--- src/rtl/adram_pkg.sv ---
`timescale 1ns/1ps
package adram_pkg;
  localparam int ADDR_W = 9;
  localparam int LANES  = 2;
  localparam int LANE_W = 8;
  localparam int DATA_W = LANES * LANE_W;

  // Per-sample event strobes from control to datapath
  typedef struct packed {
    logic             rasFall;   // row strobe fell on this sample
    logic             rowLatch;  // capture row (normal cycle)
    logic             cbrStart;  // refresh-only cycle begins
    logic             colLatch;  // merged column strobe fell
    logic [LANES-1:0] laneWr;    // write this lane now
    logic [LANES-1:0] laneRd;    // lane drive condition
  } strobe_t;
endpackage

--- src/rtl/adram_strobe_ctrl.sv ---
`timescale 1ns/1ps
module adram_strobe_ctrl
  import adram_pkg::*;
#(
  parameter int MIN_ACT  = 4,
  parameter int MIN_PRE  = 3,
  parameter int INIT_CYC = 8
) (
  input  logic             clk,
  input  logic             rstN,
  input  logic             rasN,
  input  logic [LANES-1:0] casN,
  input  logic             weN,
  input  logic             oeN,
  output strobe_t          stb,
  output logic             timingErr,
  output logic             earlyErr
);
  localparam int TMAX = (MIN_ACT > MIN_PRE) ? MIN_ACT : MIN_PRE;
  localparam int TW   = $clog2(TMAX + 1) + 1;
  localparam int IW   = $clog2(INIT_CYC + 2);
  localparam logic [TW-1:0] ACT_LIM  = TW'(MIN_ACT);
  localparam logic [TW-1:0] PRE_LIM  = TW'(MIN_PRE);
  localparam logic [TW-1:0] SAT_LIM  = TW'(TMAX);
  localparam logic [IW-1:0] INIT_LIM = IW'(INIT_CYC);

  // Sampled strobes
  logic             rasS, rasP, weS, oeS;
  logic [LANES-1:0] casS;
  logic             casActP;
  logic             cbrReg;
  logic [LANES-1:0] wrCondP, rdCondP;
  logic [TW-1:0]    actCnt, preCnt;
  logic [IW-1:0]    initCnt;

  logic             rasAct, rasFall, rasRise, casAct, inCycle, access;
  logic [LANES-1:0] laneAct, wrCond, rdCond;

  always_ff @(posedge clk or negedge rstN) begin
    if (!rstN) begin
      rasS    <= 1'b1;
      rasP    <= 1'b1;
      casS    <= '1;
      weS     <= 1'b1;
      oeS     <= 1'b1;
      casActP <= 1'b0;
    end else begin
      rasS    <= rasN;
      rasP    <= rasS;
      casS    <= casN;
      weS     <= weN;
      oeS     <= oeN;
      casActP <= casAct;
    end
  end

  assign rasAct  = ~rasS;
  assign rasFall = rasP & ~rasS;
  assign rasRise = ~rasP & rasS;
  assign laneAct = ~casS;
  assign casAct  = |laneAct;
  assign inCycle = rasAct & ~rasFall & ~cbrReg;

  for (genvar g = 0; g < LANES; g++) begin : g_lane
    assign wrCond[g] = inCycle & laneAct[g] & ~weS;
    assign rdCond[g] = inCycle & laneAct[g] & ~oeS & weS;
  end

  assign stb.rasFall  = rasFall;
  assign stb.rowLatch = rasFall & ~casAct;
  assign stb.cbrStart = rasFall & casAct;
  assign stb.colLatch = casAct & ~casActP;
  assign stb.laneWr   = wrCond & ~wrCondP;
  assign stb.laneRd   = rdCond;

  assign access = (|(wrCond & ~wrCondP)) | (|(rdCond & ~rdCondP));

  // Cycle kind and lane history
  always_ff @(posedge clk or negedge rstN) begin
    if (!rstN) begin
      cbrReg  <= 1'b0;
      wrCondP <= '0;
      rdCondP <= '0;
    end else begin
      if (rasFall) cbrReg <= casAct;
      wrCondP <= wrCond;
      rdCondP <= rdCond;
    end
  end

  // Row-strobe active / precharge length checks
  always_ff @(posedge clk or negedge rstN) begin
    if (!rstN) begin
      actCnt    <= '0;
      preCnt    <= SAT_LIM;
      timingErr <= 1'b0;
    end else if (rasFall) begin
      timingErr <= (preCnt < PRE_LIM);
      actCnt    <= TW'(1);
    end else if (rasRise) begin
      timingErr <= (actCnt < ACT_LIM);
      preCnt    <= TW'(1);
    end else begin
      timingErr <= 1'b0;
      if (rasAct && actCnt < SAT_LIM) actCnt <= actCnt + TW'(1);
      if (!rasAct && preCnt < SAT_LIM) preCnt <= preCnt + TW'(1);
    end
  end

  // Warm-up cycle counting
  always_ff @(posedge clk or negedge rstN) begin
    if (!rstN) begin
      initCnt  <= '0;
      earlyErr <= 1'b0;
    end else begin
      if (rasFall && initCnt <= INIT_LIM) initCnt <= initCnt + IW'(1);
      earlyErr <= access && (initCnt <= INIT_LIM);
    end
  end
endmodule

--- src/rtl/adram_store.sv ---
`timescale 1ns/1ps
module adram_store
  import adram_pkg::*;
#(
  parameter int ROW_BITS = 3,
  parameter int COL_BITS = 3
) (
  input  logic              clk,
  input  logic              rstN,
  input  strobe_t           stb,
  input  logic [ADDR_W-1:0] addr,
  input  logic [DATA_W-1:0] dqIn,
  output logic [DATA_W-1:0] dqOut,
  output logic [LANES-1:0]  dqOe,
  output logic              refreshStb,
  output logic [ADDR_W-1:0] refreshRow,
  output logic [ADDR_W-1:0] refCnt
);
  localparam int IDX_W = ROW_BITS + COL_BITS;
  localparam int DEPTH = 1 << IDX_W;

  logic [ADDR_W-1:0]   addrS;
  logic [DATA_W-1:0]   dinS;
  logic [ROW_BITS-1:0] rowReg;
  logic [COL_BITS-1:0] colReg, effCol;
  logic [IDX_W-1:0]    wrIdx, rdIdx;
  logic [DATA_W-1:0]   mem [DEPTH];
  logic [DATA_W-1:0]   rdWord;

  always_ff @(posedge clk or negedge rstN) begin
    if (!rstN) begin
      addrS <= '0;
      dinS  <= '0;
    end else begin
      addrS <= addr;
      dinS  <= dqIn;
    end
  end

  assign effCol = stb.colLatch ? addrS[COL_BITS-1:0] : colReg;
  assign wrIdx  = {rowReg, effCol};
  assign rdIdx  = {rowReg, colReg};

  always_ff @(posedge clk or negedge rstN) begin
    if (!rstN) begin
      rowReg <= '0;
      colReg <= '0;
      dqOe   <= '0;
    end else begin
      if (stb.rowLatch) rowReg <= addrS[ROW_BITS-1:0];
      if (stb.colLatch) colReg <= addrS[COL_BITS-1:0];
      dqOe <= stb.laneRd;
    end
  end

  always_ff @(posedge clk or negedge rstN) begin
    if (!rstN) begin
      for (int i = 0; i < DEPTH; i++) mem[i] <= '0;
    end else begin
      for (int l = 0; l < LANES; l++) begin
        if (stb.laneWr[l]) mem[wrIdx][l*LANE_W +: LANE_W] <= dinS[l*LANE_W +: LANE_W];
      end
    end
  end

  assign rdWord = mem[rdIdx];

  for (genvar g = 0; g < LANES; g++) begin : g_out
    assign dqOut[g*LANE_W +: LANE_W] = dqOe[g] ? rdWord[g*LANE_W +: LANE_W] : '0;
  end

  // Refresh reporting and internal row counter
  always_ff @(posedge clk or negedge rstN) begin
    if (!rstN) begin
      refreshStb <= 1'b0;
      refreshRow <= '0;
      refCnt     <= '0;
    end else begin
      refreshStb <= stb.rasFall;
      if (stb.rasFall) refreshRow <= stb.cbrStart ? refCnt : addrS;
      if (stb.cbrStart) refCnt <= refCnt + ADDR_W'(1);
    end
  end
endmodule

--- src/rtl/adram_target.sv ---
`timescale 1ns/1ps
module adram_target
  import adram_pkg::*;
#(
  parameter int ROW_BITS = 3,
  parameter int COL_BITS = 3,
  parameter int MIN_ACT  = 4,
  parameter int MIN_PRE  = 3,
  parameter int INIT_CYC = 8
) (
  input  logic        clk,
  input  logic        rstN,
  input  logic        rasN,
  input  logic        casLoN,
  input  logic        casUpN,
  input  logic        weN,
  input  logic        oeN,
  input  logic [8:0]  addr,
  input  logic [15:0] dqIn,
  output logic [15:0] dqOut,
  output logic [1:0]  dqOe,
  output logic        refreshStb,
  output logic [8:0]  refreshRow,
  output logic        timingErr,
  output logic        earlyErr
);
  strobe_t           stb;
  logic [ADDR_W-1:0] refCnt;

  adram_strobe_ctrl #(
    .MIN_ACT (MIN_ACT),
    .MIN_PRE (MIN_PRE),
    .INIT_CYC(INIT_CYC)
  ) u_ctrl (
    .clk      (clk),
    .rstN     (rstN),
    .rasN     (rasN),
    .casN     ({casUpN, casLoN}),
    .weN      (weN),
    .oeN      (oeN),
    .stb      (stb),
    .timingErr(timingErr),
    .earlyErr (earlyErr)
  );

  adram_store #(
    .ROW_BITS(ROW_BITS),
    .COL_BITS(COL_BITS)
  ) u_store (
    .clk       (clk),
    .rstN      (rstN),
    .stb       (stb),
    .addr      (addr),
    .dqIn      (dqIn),
    .dqOut     (dqOut),
    .dqOe      (dqOe),
    .refreshStb(refreshStb),
    .refreshRow(refreshRow),
    .refCnt    (refCnt)
  );
endmodule

--- config.mk ---
export PLATFORM = sky130hd
export DESIGN_NAME = adram_target
export DESIGN_NICKNAME = d
export VERILOG_FILES = /design/src/rtl/adram_pkg.sv /design/src/rtl/adram_strobe_ctrl.sv /design/src/rtl/adram_store.sv /design/src/rtl/adram_target.sv
export SDC_FILE = /design/constraint.sdc
export NUM_CORES = 1
export LEC_CHECK = 0
export ABC_AREA = 1
export ABC_CLOCK_PERIOD_IN_PS = 3500
export BUFFER_PORTS_ARGS = -buffer_cell sky130_fd_sc_hd__buf_2
export CORE_ASPECT_RATIO = 0.7
export CORE_MARGIN = 3
export CORE_UTILIZATION = 34
export CTS_CLUSTER_DIAMETER = 40
export CTS_CLUSTER_SIZE = 8
export DETAILED_ROUTE_END_ITERATION = 8
export PLACE_DENSITY = 0.58
export SYNTH_ARGS = -nofsm -noshare
export SYNTH_HDL_FRONTEND = slang
export SYNTH_SLANG_ARGS = --single-unit
--- constraint.sdc ---
create_clock -name clk -period 3.5 [get_ports clk]
set_clock_uncertainty 0.05 [all_clocks]
set_input_delay 0.875 -clock clk [delete_from_list [all_inputs] [get_ports clk]]
set_output_delay 0.875 -clock clk [all_outputs]
set_load 0.005 [all_outputs]
Word-level counts from Yosys, hierarchy flattened
Cells that the tools add are included.
{"block": "totals", "regBits": 1100, "inputBits": 32, "out_inout_bits": 30, "wordCells": 162}
{"block": "classes", "addsub": 4, "magnitude_cmp": 7, "n_eq_ne": 1, "muxes": 22, "n_bitwise": 31, "n_reduce_logical": 12}
{"operator": "$bwmux W1024", "n": 2}
{"operator": "$mux W1024", "n": 2}
{"operator": "$demux W16 S6", "n": 2}
{"operator": "$bmux W16 S6", "n": 1}
{"operator": "$mux W16", "n": 3}
{"operator": "$mux W8", "n": 3}
{"operator": "$mux W4", "n": 5}
{"operator": "$and A1 B1 Y1", "n": 15}
{"operator": "$ge A7 B7 Y1 const B", "n": 2}
{"operator": "$not A6 Y7", "n": 2}
{"operator": "$add A4 B1 Y4 const B", "n": 3}
{"operator": "$add A9 B1 Y9 const B", "n": 1}
{"operator": "$mux W9", "n": 1}
{"operator": "$lt A4 B3 Y1 const B", "n": 2}
{"operator": "$not A1 Y1", "n": 8}
{"operator": "$lt A7 B1 Y1 const B", "n": 1}
{"operator": "$not A2 Y2", "n": 3}
{"operator": "$reduce_or A2 Y1", "n": 3}
{"operator": "$logic_and A1 B1 Y1", "n": 5}
{"operator": "$and A2 B2 Y2", "n": 2}
{"operator": "$le A4 B4 Y1 const B", "n": 1}
{"operator": "$lt A4 B2 Y1 const B", "n": 1}
{"operator": "$reduce_and A2 Y1", "n": 2}
{"operator": "$reduce_bool A2 Y1", "n": 2}
{"operator": "other kinds (4)", "n": 5}

Longest topological paths before layout
{"block": "logic_depth", "word_depth": 13, "depth_mapped": 14, "ltp_nobuf": 11}

Hierarchy
From an unflattened synthesis, not the netlist that was laid out.
{"block": "hier_totals", "hier_cells": 6630, "area_unflattened_um2": 51984.9}
{"mod": "adram_store", "instances": 1, "cells_each": 6519, "area_each_um2": 50903.8, "seq_area_each_um2": 26925.8}
{"mod": "adram_strobe_ctrl", "instances": 1, "cells_each": 111, "area_each_um2": 1081.0, "seq_area_each_um2": 659.4}

Worst setup path after synthesis
Ideal clock, no wire load.
{"block": "synth_path", "path_kind": "flip-flop to output port", "from": "reg u_store.colReg[0]", "to": "out dqOut[14]", "arrival_time_ns": 1.731, "required_ns": 2.575, "slack_ns": 0.844, "path_stages_with_launch": 12, "n_path_buf": 4, "path_cell_list": "dfrtp_1 inv_2 buf_2 buf_4 buf_2 clkbuf_1 nor2_1 o211ai_1 nand3_1 nand2_1 nor2_1 a21oi_1"}
{"block": "synth_between", "elab_chain_len": 5}
{"item": "start: declaration", "line_no": "adram_store.sv:25", "rtl": "logic [COL_BITS-1:0] colReg, effCol;"}
{"item": "start signal: assignment", "line_no": "adram_store.sv:51", "rtl": "if (stb.colLatch) colReg <= addrS[COL_BITS-1:0];"}
{"item": "$not A6 Y7 (implied by the code)", "line_no": "adram_store.sv:66", "rtl": "assign rdWord = mem[rdIdx];"}
{"item": "$bmux W16 S6", "line_no": "adram_store.sv:66"}
{"item": "$mux W16 (implied by the code) (2 in a row)", "line_no": "adram_store.sv:66"}
{"item": "$mux W8", "line_no": "adram_store.sv:69", "rtl": "assign dqOut[g*LANE_W +: LANE_W] = dqOe[g] ? rdWord[g*LANE_W +: LANE_W] : '0;"}
{"item": "end: declaration", "line_no": "adram_target.sv:20", "rtl": "output logic [15:0] dqOut,"}
Every way passes these cells. The select of a mux whose other input is x is not followed.

Worst setup path after layout
{"block": "layout_path", "from": "reg u_store.colReg[0]", "to": "out dqOut[11]"}
The elaborated chain is that of the path after synthesis.

==> results.cfg <==
[clock_tree]
cts_root_buf = clkbuf_16
clockBufferDepth = 3
clock_sinks = 1100
clk_pin_slew_ns = 0.05
numCtsBuffers = 163
clk-insertion-delay-late_ns = 0.78
cts_tree = built
htree_levels = 4

[pwr]
p_switching_mw = 10.3
p_leak_nw = 28.4
p_int_mw = 24.3
switching_share_pct = 29.8
power_frac_comb_pct = 18.7
power.density_mw_per_mm2 = 561
p_clk_share_pct = 42.7
power_mw = 34.6
seqPwrFrac_pct = 38.5
ir_drop_mv = 0.492

[timing]
rsz0062_at_grt = true
max-slew-margin-rel_pct = 27.0
fin_ws_ns = -0.463
setup_viol = 16
finalMaxSlewViolations = 0
max_freq_mhz = 252
fin_crit_sh_pct = 113
final-hold-violation-count = 0
min_period_ns = 3.96
tightest_slew_ns = 1.10

[finish]
drive_above_1_share_pct = 13.1
mostFrequentLayoutCell = nand2_1
final_cell_mix = 2269 x nand2_1, 1088 x dfrtp_1, 868 x o21ai_0
fin_nets = 6620
syn_to_final_growth_pct = 21.8
fin_util_pct = 42.0

[critical_path]
crit_path_max_fanout = 8
rr_worst_depth = 12
r2r_end = u_store.mem[490]
crit_type = flop to output port
start_kind = flop
cp-end-kind = output port
r2r_setup_slack_ns = 0
required_ns = 2.57
crit_arrival_ns = 3.04
rr_startpoint = u_store.colReg[0]

[die]
die_x_um = 467
floorplan.core_area_mm2 = 0.147
die_area_mm2 = 0.153
ioPinCount = 62
row_count = 117
die_y_um = 329
start_util_pct = 34.5

[min_path]
min_path_type = input port to flop
hold_start = oeN
hold_end = u_ctrl.oeS
min_path_cells = 1

[detailed_routing]
wirelength_um = 177000
drt_iter0_markers = 5127
drt-vias-per-instance = 5.28
detail_route.wl_per_cell_um = 20.6
vias = 45400
drt.antenna.violating_nets = 0
dr.pass1.iters = 6
drc_errors = 0

[outcome]
violations = setup timing
status = complete, but fails checks

[yosys]
synth_area_mm2 = 0.0506
syn_nets = 6546
syn_inst = 6509
yosysWarnings = 0
synth_cell_types = 34
avgSynthCellArea_um2 = 7.77
synth_area_leaders = dfrtp_1 54%, nand2_1 17%, o21ai_0 9.2%
synth_top_area_cell = dfrtp_1
ys_ff_latch = 1100
seq_area_frac_synth_pct = 54.5
synth_top_area_share_pct = 54.1

[place]
dpl.hpwl_um = 108000
io_buffers = 61
place_congestion = 0.937
dp_slack_ns = -0.130

[grt]
grt_pass1_vias = 42600
overflow = 0
grt_max_degree = 105
grt_first_pass_wirelength_um = 270000
antenna_found_initial = 1
grt_usage_pct = 22.7

[job]
drv_cap = 0
[routing by layer]
layer  vias to the layer above  GRT usage [%]  routed length (um)
li1                      21000              -                   -
met1                     22200           34.7               83800
met2                      1977           31.5               72300
met3                       293           5.54               17200
met4                         0           6.59                4170
met5                         -              0                   0
[flip-flops by register name (all words and copies together) (netlist names), 3 cells and up]
name                flops
u_ctrl.preCnt           4
u_store.dinS           16
u_ctrl.initCnt          4
u_store.rowReg          3
u_store.mem          1024
u_store.refCnt          9
u_store.colReg          3
u_store.refreshRow      9
u_ctrl.actCnt           4
u_store.addrS           9
[worst max path at each step]
| stage | start | end | slack, ns | cells past startpoint |
|---|---|---|---|---|
| after global placement | u_store.colReg[0] | dqOut[14] | -0.13 | 10 |
| after floorplan | u_store.colReg[0] | dqOut[14] | 0.84 | 11 |
| after detailed placement | u_store.colReg[0] | dqOut[14] | -0.13 | 10 |
| after CTS | u_store.colReg[0] | dqOut[11] | -0.41 | 13 |
| final | u_store.colReg[0] | dqOut[11] | -0.46 | 13 |
| after global routing | u_store.colReg[0] | dqOut[11] | -0.52 | 13 |
[cells by family after synthesis]
family	synth area share [%]
compound gates	12.6
buf+inv	6.09
simple gates	26.5
xor+xnor	0.173
fa+ha+maj	0.124
flops	54.5
[synthesized netlist by cell type]
cell / instances
ha_1: 5
inv_2: 15
o41ai_1: 1
nor2_4: 5
buf_1: 23
nor2_2: 5
a21oi_2: 1
nor4_1: 1
o32ai_1: 1
nor2_8: 2
nand2_4: 1
clkbuf_1: 258
a21oi_1: 13
o21ai_2: 3
dfrtp_1: 1093
nor3_1: 3
xnor2_1: 1
o211ai_1: 15
o21ai_1: 305
nand2_2: 17
or2_1: 1
xor2_1: 9
nand3_1: 494
nor2_1: 504
clkinv_1: 18
buf_4: 5
nand4_1: 1
nand2_1: 2333
buf_2: 162
inv_1: 280
or2_2: 1
nor3_2: 1
o21ai_0: 925
dfstp_2: 7
[critical path: stages, from the launching register on]
cell	delay, ns
dfrtp_4	0.52
buf_12	0.18
buf_12	0.13
buf_16	0.15
buf_4	0.15
nor2_1	0.10
nor2_1	0.05
o21ai_1	0.13
nand3_1	0.22
nand3_2	0.14
nand2_4	0.07
nor2_4	0.14
a21oi_4	0.09
buf_2	0.17
[power by group through the flow]
stage	Clock (mW)	Sequential, mW	Combinational, mW
global route	15.6	13.3	6.93
CTS	15.0	13.3	5.99
global placement	0	13.5	4.97
floorplan	0	13.4	2.73
finish	14.8	13.3	6.48
detailed placement	0	13.5	4.99
[final cells by class]
type | count | area (um^2)
Antenna cell | 1 | 2.50
Clock buffer | 206 | 4380
Clock inverter | 20 | 320
Fill cell | 14600 | 84900
Inverter | 313 | 1220
Multi-Input combinational cell | 4648 | 21000
Sequential cell | 1100 | 27500
Tap cell | 1963 | 2460
Timing Repair Buffer | 355 | 4650
Timing Repair inverter | 2 | 46.3
[stage by stage]
step	instance area, um^2	instances	hold slack (ns)	setup TNS (ns)
finish	61600	8608	0.157	-5.89
detailed placement	53800	8294	0.339	-0.130
floorplan	50600	6509	0.322	0
global placement	53800	8294	0.339	-0.133
CTS	60600	8582	0.102	-6.24
global route	61600	8608	0.123	-7.32
[what timing repair did]
item,4_1_cts,5_1_grt
endpoints found under the setup margin,16,37
gates cloned,30,14
hold buffers,1,0
resized for setup,253,192
endpoints found under the hold margin,14,0
pin swaps,71,82
buffers inserted,32,13
No activity file was read; power rests on OpenSTA's default activity.
